<file path="src/rtl/ldst_decoder.sv">
module ldst_decoder #(
  parameter int OFF_W = 64,
  parameter int REG_W = 5
) (
  input  logic [31:0]      instr_i,
  input  logic             rv64_i,
  output logic             is_load_o,
  output logic             is_store_o,
  output logic             not_ldst_o,
  output logic             illegal_o,
  output logic [1:0]       size_o,
  output logic             unsigned_o,
  output logic             widen_o,
  output logic [REG_W-1:0] rd_o,
  output logic [REG_W-1:0] rs1_o,
  output logic [REG_W-1:0] rs2_o,
  output logic [OFF_W-1:0] offset_o
);
  localparam logic [6:0] OP_RD = 7'b0000011;
  localparam logic [6:0] OP_WR = 7'b0100011;

  logic [2:0]  fn;
  logic        ok, uns, wid;
  logic [1:0]  sz;
  logic [11:0] imm;

  assign fn         = instr_i[14:12];
  assign is_load_o  = instr_i[6:0] == OP_RD;
  assign is_store_o = instr_i[6:0] == OP_WR;
  assign not_ldst_o = !(is_load_o || is_store_o);

  always_comb begin
    ok  = 1'b0;
    sz  = 2'd0;
    uns = 1'b0;
    wid = 1'b0;
    if (is_load_o) begin
      case (fn)
        3'b000: begin ok = 1'b1; sz = 2'd0; wid = 1'b1; end
        3'b001: begin ok = 1'b1; sz = 2'd1; wid = 1'b1; end
        3'b010: begin ok = 1'b1; sz = 2'd2; wid = rv64_i; end
        3'b011: begin ok = rv64_i; sz = 2'd3; end
        3'b100: begin ok = 1'b1; sz = 2'd0; uns = 1'b1; wid = 1'b1; end
        3'b101: begin ok = 1'b1; sz = 2'd1; uns = 1'b1; wid = 1'b1; end
        3'b110: begin ok = rv64_i; sz = 2'd2; uns = 1'b1; wid = 1'b1; end
        default: ok = 1'b0;
      endcase
    end else if (is_store_o) begin
      case (fn)
        3'b000: begin ok = 1'b1; sz = 2'd0; end
        3'b001: begin ok = 1'b1; sz = 2'd1; end
        3'b010: begin ok = 1'b1; sz = 2'd2; end
        3'b011: begin ok = rv64_i; sz = 2'd3; end
        default: ok = 1'b0;
      endcase
    end
  end

  assign illegal_o  = !not_ldst_o && !ok;
  assign size_o     = ok ? sz  : 2'd0;
  assign unsigned_o = ok && uns;
  assign widen_o    = ok && wid;

  assign imm = is_load_o  ? instr_i[31:20] :
               is_store_o ? {instr_i[31:25], instr_i[11:7]} : 12'd0;
  assign offset_o = {{(OFF_W-12){imm[11]}}, imm};

  assign rd_o  = is_load_o  ? instr_i[11:7]  : '0;
  assign rs1_o = not_ldst_o ? '0 : instr_i[19:15];
  assign rs2_o = is_store_o ? instr_i[24:20] : '0;
endmodule

</file>
<file path="config.mk">
export PLATFORM = sky130hd
export DESIGN_NAME = ldst_decoder
export DESIGN_NICKNAME = d
export VERILOG_FILES = /design/src/rtl/ldst_decoder.sv
export SDC_FILE = /design/constraint.sdc
export NUM_CORES = 1
export LEC_CHECK = 0
export ABC_AREA = 1
export ABC_CLOCK_PERIOD_IN_PS = 4470
export BUFFER_PORTS_ARGS = -buffer_cell sky130_fd_sc_hd__buf_4
export CORE_MARGIN = 3
export CORE_UTILIZATION = 36
export DETAILED_ROUTE_END_ITERATION = 8
export GPL_TIMING_DRIVEN = 0
export PLACE_DENSITY_LB_ADDON = 0.08
export SYNTH_ARGS = -nofsm -noshare
export SYNTH_HDL_FRONTEND = slang
export SYNTH_SLANG_ARGS = --single-unit
</file>
<file path="constraint.sdc">
create_clock -name vclk -period 4.47
set_input_delay 0.894 -clock vclk [all_inputs]
set_output_delay 0.894 -clock vclk [all_outputs]
set_load 0.05 [all_outputs]
</file>
# Word-level counts from Yosys, hierarchy flattened
# Index checks and enable logic that the tools add are counted.
[op_classes]
eq_ne = 8
muxes = 18
reduce_logical = 14
[ops]
columns = ["op", "n"]
rows = [
  ["$mux 12", 2],
  ["$mux 5", 3],
  ["$pmux 2 s3", 2],
  ["$reduce_or 5->1", 2],
  ["$eq 3x3->1 const B", 3],
  ["$eq 7x2->1 const B", 1],
  ["$eq 7x6->1 const B", 1],
  ["$eq 3x2->1 const B", 2],
  ["$mux 2", 3],
  ["$pmux 1 s2", 3],
  ["$reduce_or 2->1", 3],
  ["$reduce_or 3->1", 2],
  ["$mux 1", 5],
  ["$eq 3x1->1 const B", 1],
  ["$logic_and 1x1->1", 3],
  ["$logic_not 3->1", 1],
  ["$logic_not 1->1", 2],
  ["$logic_or 1x1->1", 1],
]
[totals]
regBits = 0
in_bits = 33
out_inout_bits = 87

# Longest topological paths before layout
# Gate-level depths: netlist (run 1).
[logic_depth]
ltp_word = 7
mapped_depth = 10

# Worst setup path after synthesis (run 1)
# Ideal clock, no wire load.
[synth_timing]
path_type = "in2out"
startpoint = "input port instr_i[1]"
endpoint = "output port offset_o[12]"
arrival_ns = 3.973
required_time_ns = 3.576
setup_slack_ns = -0.397
path_stages = 7
n_path_buf = 1
cell_sequence = "nand2_1 inv_2 nand2_4 nor2_4 inv_2 nor2_1 buf_4"
[synth_between]
elab_chain_len = 3
elab_cells_between_ends = 4
cone_classes = "eq/ne: 2; mux: 2"
[synth_rtl]
columns = ["element", "line_no", "rtl"]
rows = [
  ["start: declaration", "5", "input logic [31:0] instr_i,"],
  ["$eq 7x6->1", "29", "assign is_store_o = instr_i[6:0] == OP_WR;"],
  ["$mux 12", "65", "is_store_o ? {instr_i[31:25], instr_i[11:7]} : 12'd0;"],
  ["$mux 12 (*)", "64", "assign imm = is_load_o ? instr_i[31:20] :"],
  ["end: declaration", "17", "output logic [OFF_W-1:0] offset_o"],
]
# Mark *: on every way between the ends. The rest lies on a longest branch, timed or not.

# Final worst setup path (run 1)
[layout_timing]
startpoint = "input port instr_i[3]"
endpoint = "output port offset_o[24]"
# The elaborated chain is that of the path after synthesis.

==> results of run 1 <==
worst max-delay path, cell delays in order:
cell and delay (ns):
buf_4 0.12, nor2_4 0.12, nand2_4 0.08, nor2_4 0.11
inv_2 0.08, nor2_4 0.76, buf_4 0.25, buf_4 0.19
how the worst max path moves through the flow:
stage | from | end | slack [ns] | cells after the start
finish | instr_i[3] | offset_o[24] | 0.96 | 8
global route | instr_i[3] | offset_o[24] | 0.77 | 8
CTS | instr_i[3] | offset_o[24] | 0.93 | 8
detailed placement | instr_i[3] | offset_o[24] | 0.93 | 8
global placement | instr_i[3] | offset_o[14] | 0.41 | 8
floorplan | instr_i[1] | offset_o[12] | 0.56 | 7
area by class of cell:
cell class	instances	area [um2]	area share
Timing Repair Buffer	120	901	0.453
Multi-Input combinational cell	84	484	0.244
Inverter	39	146	0.0737
Buffer	55	418	0.210
Tap cell	30	37.5	0.0189
through the flow:
step           total power [mW]  hold WS [ns]
5_1_grt                  0.0865          2.16
2_1_floorplan            0.0435          1.96
6_report                 0.0789          2.15
4_1_cts                  0.0793          2.15
3_3_place_gp             0.0778          2.14
3_5_place_dp             0.0792          2.15
cells in the final DEF (no fill, tap or decap), drive strengths merged:
master / n
a22oi: 1
buf: 175
ha: 7
inv: 39
nand2: 25
nand3: 5
nand3b: 1
nor2: 38
o211ai: 2
o22ai: 5
power by group through the flow:
stage,sequential [mW],combinational [mW],clock (mW)
2_1_floorplan,0,0.0435,0
3_3_place_gp,0,0.0778,0
3_5_place_dp,0,0.0792,0
4_1_cts,0,0.0793,0
5_1_grt,0,0.0865,0
6_report,0,0.0789,0
metal layers:
layer / vias to the layer above / track usage / share of wire
met5: - / 0 / 0
met4: 0 / 0.00949 / 0.0054
met3: 2 / 0.0259 / 0.097
met2: 62 / 0.344 / 0.54
met1: 546 / 0.210 / 0.36
li1: 705 / - / -
cell families (layout without fill, tap and decap cells):
| group | after synthesis | after routing |
|---|---|---|
| buffers and inverters | 94 | 214 |
| and+or+nand+nor | 69 | 69 |
| AOI/OAI and AO/OA | 8 | 8 |
| adders and majority gates | 7 | 7 |
==> results.md, run 1 <==
* Min-Delay Path Depth at 4
* Min-Delay Path Class: in2out
* CP Max Fanout at 53
* DRT iter0 DRCs at 47
* Synth area leaders: buf_4 (38%), nor2_1 (12%), inv_1 (12%)
* Critical Path RT at approximately 3.6 ns
* Max_cap viols at 0
* Hold Path Sink: rs1_o[0]
* Die Wd at about 60 um
* GP Congestion at about 0.85
* HPWL after detailed placement at roughly 3.1 mm
* Worst slew margin at 0.331
* # IOs at 120
* Post-cts sizing count at 0
* First-pass GRT wire length at 5.03 mm
* Die Y at around 60 um
* Sw Ratio at 0.539
* Final core occ at 0.761
* Sequential cell area at 0 um2
* Row Count at 18
* Worst Setup End Kind: output port
* Fmax at 285 MHz
* Worst-margin pin slew at about 1.0 ns
* Final ANT Viol Nets at 0
* Post-synthesis mux area share at 0
* Placed Cells incl. Taps at around 330
* Worst vdd ir at about 0.040 mV
* Tot GR Track Use at 0.177
* Hold Startpoint: instr_i[15]
* P&R area growth vs syn at 90.9%
* Post-Route Setup TNS at 0 ns
* Port bufs at 120
* Total Wirelength at ~3.6 mm
* Core area at around 2600 um2
* WL/cell at roughly 11 um
* Post-Synth Adder-Cell Area at 0.0841
* YS warnings at 0
* Cell internal pwr at between 30 and 40 uW
* Dpl cell area at roughly 2000 um2
* Setup Crit Path Kind: in2out
* Post-Synth XOR/XNOR Area at 0
* Final cell count without fillers at 328
* Top-area cell type share of the netlist area at 0.375
* Post-synthesis sequential area ratio at 0
* Yosys cell types at 17
* Synth Area in Compound Gates at 0.0817
* Filler cells at between 200 and 250
* Top cells by count, synth: buf_4 (52), nor2_1 (34), inv_1 (32)
* Hold buffers post-CTS at 0
* Post-synth top area cell: buf_4
* Dpl ws at 0.934 ns
* Lkg Pwr at roughly 1.3 nW
* Synth Net Count at approximately 220
* Clock share of power at 0
* Finished layout cell area at slightly below 2000 um2
* Reg power frac at 0
* Switch Pwr at between 40 and 50 uW
* Clock buffers at 0
* Die area at between 3000 and 4000 um2
* Drt via density at 4.01
* Drt drc at 0
* Final Hold Vio Count at 0
* Cell Area, Synth at around 1000 um2
* Layout cells sized above 1 at 0.651
* Power Dens Cells at roughly 40 nW/um2
* Largest family of logic cells by synthesized area: buffers and inverters
* WP data arrival at ~2.6 ns
* Initial Util at 0.398
* Final Worst Setup Slack at ~0.96 ns
* Antenna violations before repair at 0
* # nets final at 340
* RSZ-0062 raised after global routing: false
* Remaining Overflow, GRT at 0
* DRT Pass-1 Iters at 4
* Number of global-route vias before repair at 991
* Fin crit share at 0.784
* Post-layout min period at 3.51 ns
* Diode count at 0
* Seq_cells at 0
* Pin count of the biggest net entering global routing at between 50 and 60
* Post-Synth Simple-Gate Area at 0.292
* Slew Viols, Final at 0
* Setup Fix Bufs, Post-CTS at 0
* Avg Synthesized Cell Area at roughly 5.8 um2
* Status: complete, no violations
* Combinational share of power at 1.000
* CP Launch Type: input port
* Most frequent cell after synthesis: buf_4
* Cell count after synthesis at 178
* Setup Viol. Count Final at 0
* Via count at approximately 1300
Power figures use the tool's default switching activity.
==> run 2, diff against run 1 <==
--- a/config.mk
+++ b/config.mk
@@ -6,10 +6,10 @@
 export NUM_CORES = 1
 export LEC_CHECK = 0
 export ABC_AREA = 1
-export ABC_CLOCK_PERIOD_IN_PS = 4470
+export ABC_CLOCK_PERIOD_IN_PS = 3200
 export BUFFER_PORTS_ARGS = -buffer_cell sky130_fd_sc_hd__buf_4
 export CORE_MARGIN = 3
-export CORE_UTILIZATION = 36
+export CORE_UTILIZATION = 32
 export DETAILED_ROUTE_END_ITERATION = 8
 export GPL_TIMING_DRIVEN = 0
 export PLACE_DENSITY_LB_ADDON = 0.08
==> constraint.sdc (replaced) <==
create_clock -name vclk -period 3.2
set_input_delay 0.64 -clock vclk [all_inputs]
set_output_delay 0.64 -clock vclk [all_outputs]
set_load 0.05 [all_outputs]
==> run 2 against run 1 <==
  * Hold slack got worse by 0.51 ns
  * Flip-flop and latch count stayed put
  * Utilization shrank 11 points
  * Critical path type unchanged
  * Clock-buffer cell count unchanged
  * Largest cell class unchanged
  * Combinational power increased by 39%
  * Design area is 0.88% higher
  * Final cell count up 4.3%
  * Setup slack lost 0.79 ns
  * Non-clock buffer count is the same
  * Routed wire length is 3.1% lower
  * Die area increased by 11%
==> results.md, run 2 (synthesized netlist as in run 1, its figures left out) <==
* Fmax at around 330 MHz
* Setup Crit Path Kind: in2out
* Total Wirelength at 3.44 mm (-3.1%)
* Lkg Pwr at 1.34 nW (unchanged)
* Sw Ratio at 0.539 (about the same)
* Final Worst Setup Slack at 0.174 ns (-0.790 ns)
* Setup Fix Bufs, Post-CTS at 0 (unchanged)
* Most frequent cells in the layout: buf_4 (172), nor2_1 (33), inv_1 (32)
* CP Launch Type: input port
* Drt drc at 0 (unchanged)
* GRT met1 Usage at 0.199 (-0.0117)
* WP data arrival at 2.39 ns (-0.22 ns)
* Crit path from: instr_i[3]
* Core area at 3080 um2 (+18%)
* Final Hold Vio Count at 0 (unchanged)
* Slew Viols, Final at 0 (unchanged)
* Worst slew margin at 0.321 (-0.00996)
* Worst Setup End Kind: output port
* Tot GR Track Use at 0.149 (-0.0283)
* Status: complete, no violations
* Diode count at 0 (unchanged)
* Min-Delay Path Class: in2out
* Via count at 1281 (-2.6%)
* Max_cap viols at 0 (unchanged)
* Row Count at 20 (+2)
* RSZ-0062 raised after global routing: false
* Crit-path cells: buf_4 > nor2_4 > nand2_4 > nor2_4 > inv_2 > nor2_4 > buf_4 > buf_4
* # nets final at 340 (unchanged)
* # IOs at 120 (unchanged)
* Setup Viol. Count Final at 0 (unchanged)
* Initial Util at 0.338 (-0.0603)
* Dpl ws at 0.165 ns (-0.769 ns)
* Hold buffers post-CTS at 0 (unchanged)
* Die area at 3970 um2 (+11%)
* Die Wd at 63.0 um (+5.5%)
* GR Util met3 at 0.0162 (-0.00973)
* DRT Pass-1 Iters at 4 (unchanged)
* Hold Path Sink: offset_o[7]
* Min-Delay Path Depth at 4 (unchanged)
* Switch Pwr at 59.3 uW (+40%)
* Die Y at 63.0 um (+5.5%)
* Crit-path max cell delay at 0.77 ns (about the same)
* P&R area growth vs syn at 92.5%
* Final ANT Viol Nets at 0 (unchanged)
* Clock buffers at 0 (unchanged)
* Sequential cell area at 0 um2 (unchanged)
* Post-layout min period at 3.03 ns
* Filler cells at 301 (+30%)
* Grt met2 use at 0.264 (-0.0806)
* Drt via density at 3.75 (-6.6%)
* Cell internal pwr at 50.7 uW (+40%)
* DRT iter0 DRCs at 38 (-19%)
* Remaining Overflow, GRT at 0 (unchanged)
* Post-Route Setup TNS at 0 ns (unchanged)
* Commonest non-fill, non-tap cell in the layout: buf_4
* Hold Startpoint: instr_i[27]
* Number of global-route vias before repair at 1018 (+2.7%)
* GP Congestion at 0.755 (-11%)
* Critical Path Slowest Stage Cell: nor2_4
* CP Max Fanout at 53 (unchanged)
* Antenna violations before repair at 0 (unchanged)
* WL/cell at 10.1 um (-7.1%)
* Pin count of the biggest net entering global routing at 54 (unchanged)
* Power Dens Cells at 54.9 nW/um2 (+38%)
* Post-cts sizing count at 0 (unchanged)
* Combinational share of power at 1.000 (about the same)
* Port bufs at 120 (unchanged)
* Layout cells sized above 1 at 0.651 (unchanged)
* Critical Path RT at 2.56 ns (-1.02 ns)
* Worst vdd ir at 0.0460 mV (+15%)
* Clock share of power at 0 (unchanged)
* Worst-margin pin slew at 1.02 ns (+0.0149 ns)
* Reg power frac at 0 (unchanged)
* Fin crit share at 0.946
* HPWL after detailed placement at 2.99 mm (-4.9%)
* First-pass GRT wire length at 5.04 mm (+0.26%)
* Seq_cells at 0 (unchanged)
* Global route hottest layer: met2
## run 2: cell counts in the layout (fill, tap and decap cells not counted)
No cell type changed its count.
## run 2: critical path, delay by kind of cell
kind          cells  cell delay [ns]
simple gates      4             1.09
buf+inv           4             0.63
## run 2: final cells by class
class | instances | area [um2] | share of cell area
repair buffers | 120 | 901 | 0.449
well taps | 44 | 55.1 | 0.0275
plain buffers | 55 | 418 | 0.208
inverters | 39 | 146 | 0.0730
multi-input cells | 84 | 484 | 0.242
## run 2: worst max-delay path by stage
stage                         to  slack (ns)  cells after the start
floorplan           offset_o[12]        0.42                      7
global placement    offset_o[38]        0.19                      8
detailed placement  offset_o[24]        0.16                      8
CTS                 offset_o[24]        0.16                      8
global route        offset_o[59]       0.002                      8
finish              offset_o[41]        0.17                      8
## run 2: metal layers
layer | part of all wire | wire length, um
met5 | 0 | 0
met4 | 0.0064 | 22
met3 | 0.071 | 244
met2 | 0.49 | 1700
met1 | 0.43 | 1470
## run 2: through the flow
stage               utilization  instance area, um2  hold slack [ns]  std cells  power (mW)
CTS                       0.651                2000             1.64        342       0.111
global route              0.651                2000             1.66        342       0.120
finish                    0.651                2000             1.64        342       0.110
detailed placement        0.651                2000             1.64        342       0.110
floorplan                     -                1050             1.45        178      0.0609
global placement          0.651                2000             1.64        342       0.109
## run 2: power by group through the flow
stage / registers [mW] / clock network [mW] / logic, mW
global placement: 0 / 0 / 0.109
floorplan: 0 / 0 / 0.0609
CTS: 0 / 0 / 0.111
finish: 0 / 0 / 0.110
detailed placement: 0 / 0 / 0.110
global route: 0 / 0 / 0.120
==> run 3, diff against run 2 <==
--- a/config.mk
+++ b/config.mk
@@ -6,13 +6,13 @@
 export NUM_CORES = 1
 export LEC_CHECK = 0
 export ABC_AREA = 1
-export ABC_CLOCK_PERIOD_IN_PS = 3200
+export ABC_CLOCK_PERIOD_IN_PS = 2810
 export BUFFER_PORTS_ARGS = -buffer_cell sky130_fd_sc_hd__buf_4
 export CORE_MARGIN = 3
-export CORE_UTILIZATION = 32
+export CORE_UTILIZATION = 36
 export DETAILED_ROUTE_END_ITERATION = 8
 export GPL_TIMING_DRIVEN = 0
-export PLACE_DENSITY_LB_ADDON = 0.08
+export PLACE_DENSITY = 0.93
 export SYNTH_ARGS = -nofsm -noshare
 export SYNTH_HDL_FRONTEND = slang
 export SYNTH_SLANG_ARGS = --single-unit
==> constraint.sdc (replaced) <==
create_clock -name vclk -period 2.81
set_input_delay 0.562 -clock vclk [all_inputs]
set_output_delay 0.562 -clock vclk [all_outputs]
set_load 0.05 [all_outputs]
==> run 3 against run 2 <==
  * Setup slack better by 0.090 ns
  * Routed wire length rose by 10%
  * Clock-buffer cell count did not move
  * Largest cell class unchanged
  * Hold slack worse by 0.15 ns
  * Utilization up 11 points
  * Final cell count fell by 3.8%
  * Global-route usage up 4.3 points
  * Design area is 0.31% lower
==> results.md, run 3 (synthesized netlist as in run 1, its figures left out) <==
* Worst-margin pin slew at 0.539 ns (-0.477 ns)
* WP data arrival at 1.98 ns (-0.41 ns)
* Fin crit share at 0.906
* CP Launch Type: input port
* Crit-path max cell delay at 0.46 ns (-0.31 ns)
* Number of global-route vias before repair at 1156 (+14%)
* Final Worst Setup Slack at 0.264 ns (+0.0898 ns)
* Tot GR Track Use at 0.192 (+0.0428)
* Sequential cell area at 0 um2 (unchanged)
* Via count at 1341 (+4.7%)
* Drt drc at 0 (unchanged)
* Commonest non-fill, non-tap cell in the layout: buf_4
* Setup Fix Bufs, Post-CTS at 0 (unchanged)
* GP Congestion at 0.900 (+19%)
* Die Wd at 59.8 um (-5.2%)
* RSZ-0062 raised after global routing: false
* Lkg Pwr at 1.34 nW (about the same)
* # nets final at 341 (+0.29%)
* First-pass GRT wire length at 5.49 mm (+8.8%)
* Die Y at 59.8 um (-5.2%)
* Drt via density at 4.08 (+8.8%)
* Dpl ws at -0.0497 ns (-0.215 ns)
* Setup Crit Path Kind: in2out
* Design Power at 128 uW (+17%)
* Worst vdd ir at 0.0607 mV (+32%)
* Multi-input gate area at 495 um2 (+2.3%)
* HPWL after detailed placement at 3.27 mm (+9.4%)
* Total Wirelength at 3.79 mm (+10%)
* Port bufs at 120 (unchanged)
* Initial Util at 0.398 (+0.0603)
* WL/cell at 11.5 um (+15%)
* Crit-path cells: buf_4 > nor2_4 > nand2_4 > nor2_4 > inv_2 > nor2_4 > buf_4 > buf_4
* Buf/Inv on CP at 4 (unchanged)
* Critical Path Slowest Stage Cell: nor2_4
* Remaining Overflow, GRT at 0 (unchanged)
* Worst Setup End Kind: output port
* DRT Pass-1 Iters at 4 (unchanged)
* Slew Viols, Final at 0 (unchanged)
* Worst slew margin at 0.640 (+0.319)
* CP top delay family: simple AND/OR/NAND/NOR gates
* Die area at 3570 um2 (-10%)
* Clock buffers at 0 (unchanged)
* Filler cells at 198 (-34%)
* Final ANT Viol Nets at 0 (unchanged)
* Power Dens Cells at 64.3 nW/um2 (+17%)
* Layout cells sized above 1 at 0.652 (+0.00117)
* Seq_cells at 0 (unchanged)
* Diode count at 0 (unchanged)
* # IOs at 120 (unchanged)
* Finished layout cell area at 2000 um2 (-0.31%)
* Post-layout min period at approximately 2.5 ns
* Final Hold Vio Count at 0 (unchanged)
* Pin count of the biggest net entering global routing at 28 (-48%)
* Dpl cell area at 1990 um2 (-0.87%)
* Max_cap viols at 0 (unchanged)
* Min-Delay Path Class: in2out
* Status: complete, no violations
* Critical Path RT at 2.25 ns (-0.31 ns)
* Setup Viol. Count Final at 0 (unchanged)
* Antenna violations before repair at 0 (unchanged)
* CP Max Fanout at 27 (-49%)
* Fmax at approximately 390 MHz
* Core area at 2610 um2 (-15%)
* Row Count at 18 (-10%)
* Most frequent cells in the layout: buf_4 (172), nor2_1 (33), inv_1 (32)
* P&R area growth vs syn at 91.9%
* DRT iter0 DRCs at 50 (+32%)
-- run 3: cell types whose count changed in the layout (fill, tap and decap cells not counted) --
cell,delta
nor2_4,+1
-- run 3: power by group --
part           switching (mW)  internal, mW
Clock                       0             0
Sequential                  0             0
Combinational          0.0706        0.0579
-- run 3: layout make-up --
type / count / area share
plain buffers: 55 / 0.209
inverters: 39 / 0.0733
well taps: 30 / 0.0188
repair buffers: 120 / 0.451
multi-input cells: 85 / 0.248
-- run 3: routing by layer --
layer  global-route usage  part of all wire
met5                    0                 0
met4               0.0190            0.0082
met3               0.0259             0.099
met2                0.384              0.54
met1                0.216              0.35
-- run 3: path summary, 6_finish.rpt --
path               startpoint           end  slack, ns  depth (start not counted)
setup / recovery   instr_i[3]  offset_o[61]       0.26                          8
hold / removal    instr_i[26]   offset_o[6]       1.48                          4
-- run 3: per-stage QoR --
| step | utilization | TNS (ns) | std cells | hold WS [ns] |
|---|---|---|---|---|
| floorplan | - | 0 | 178 | 1.29 |
| global placement | 0.761 | 0 | 328 | 1.48 |
| detailed placement | 0.761 | -2.03 | 328 | 1.48 |
| CTS | 0.765 | 0 | 329 | 1.48 |
| global route | 0.765 | 0 | 329 | 1.50 |
| finish | 0.765 | 0 | 329 | 1.48 |
-- run 3: repair_timing --
item | in CTS | in global routing
resized for setup | 1 | 0
hold buffers | 0 | 0
setup endpoints to repair | 52 | 0
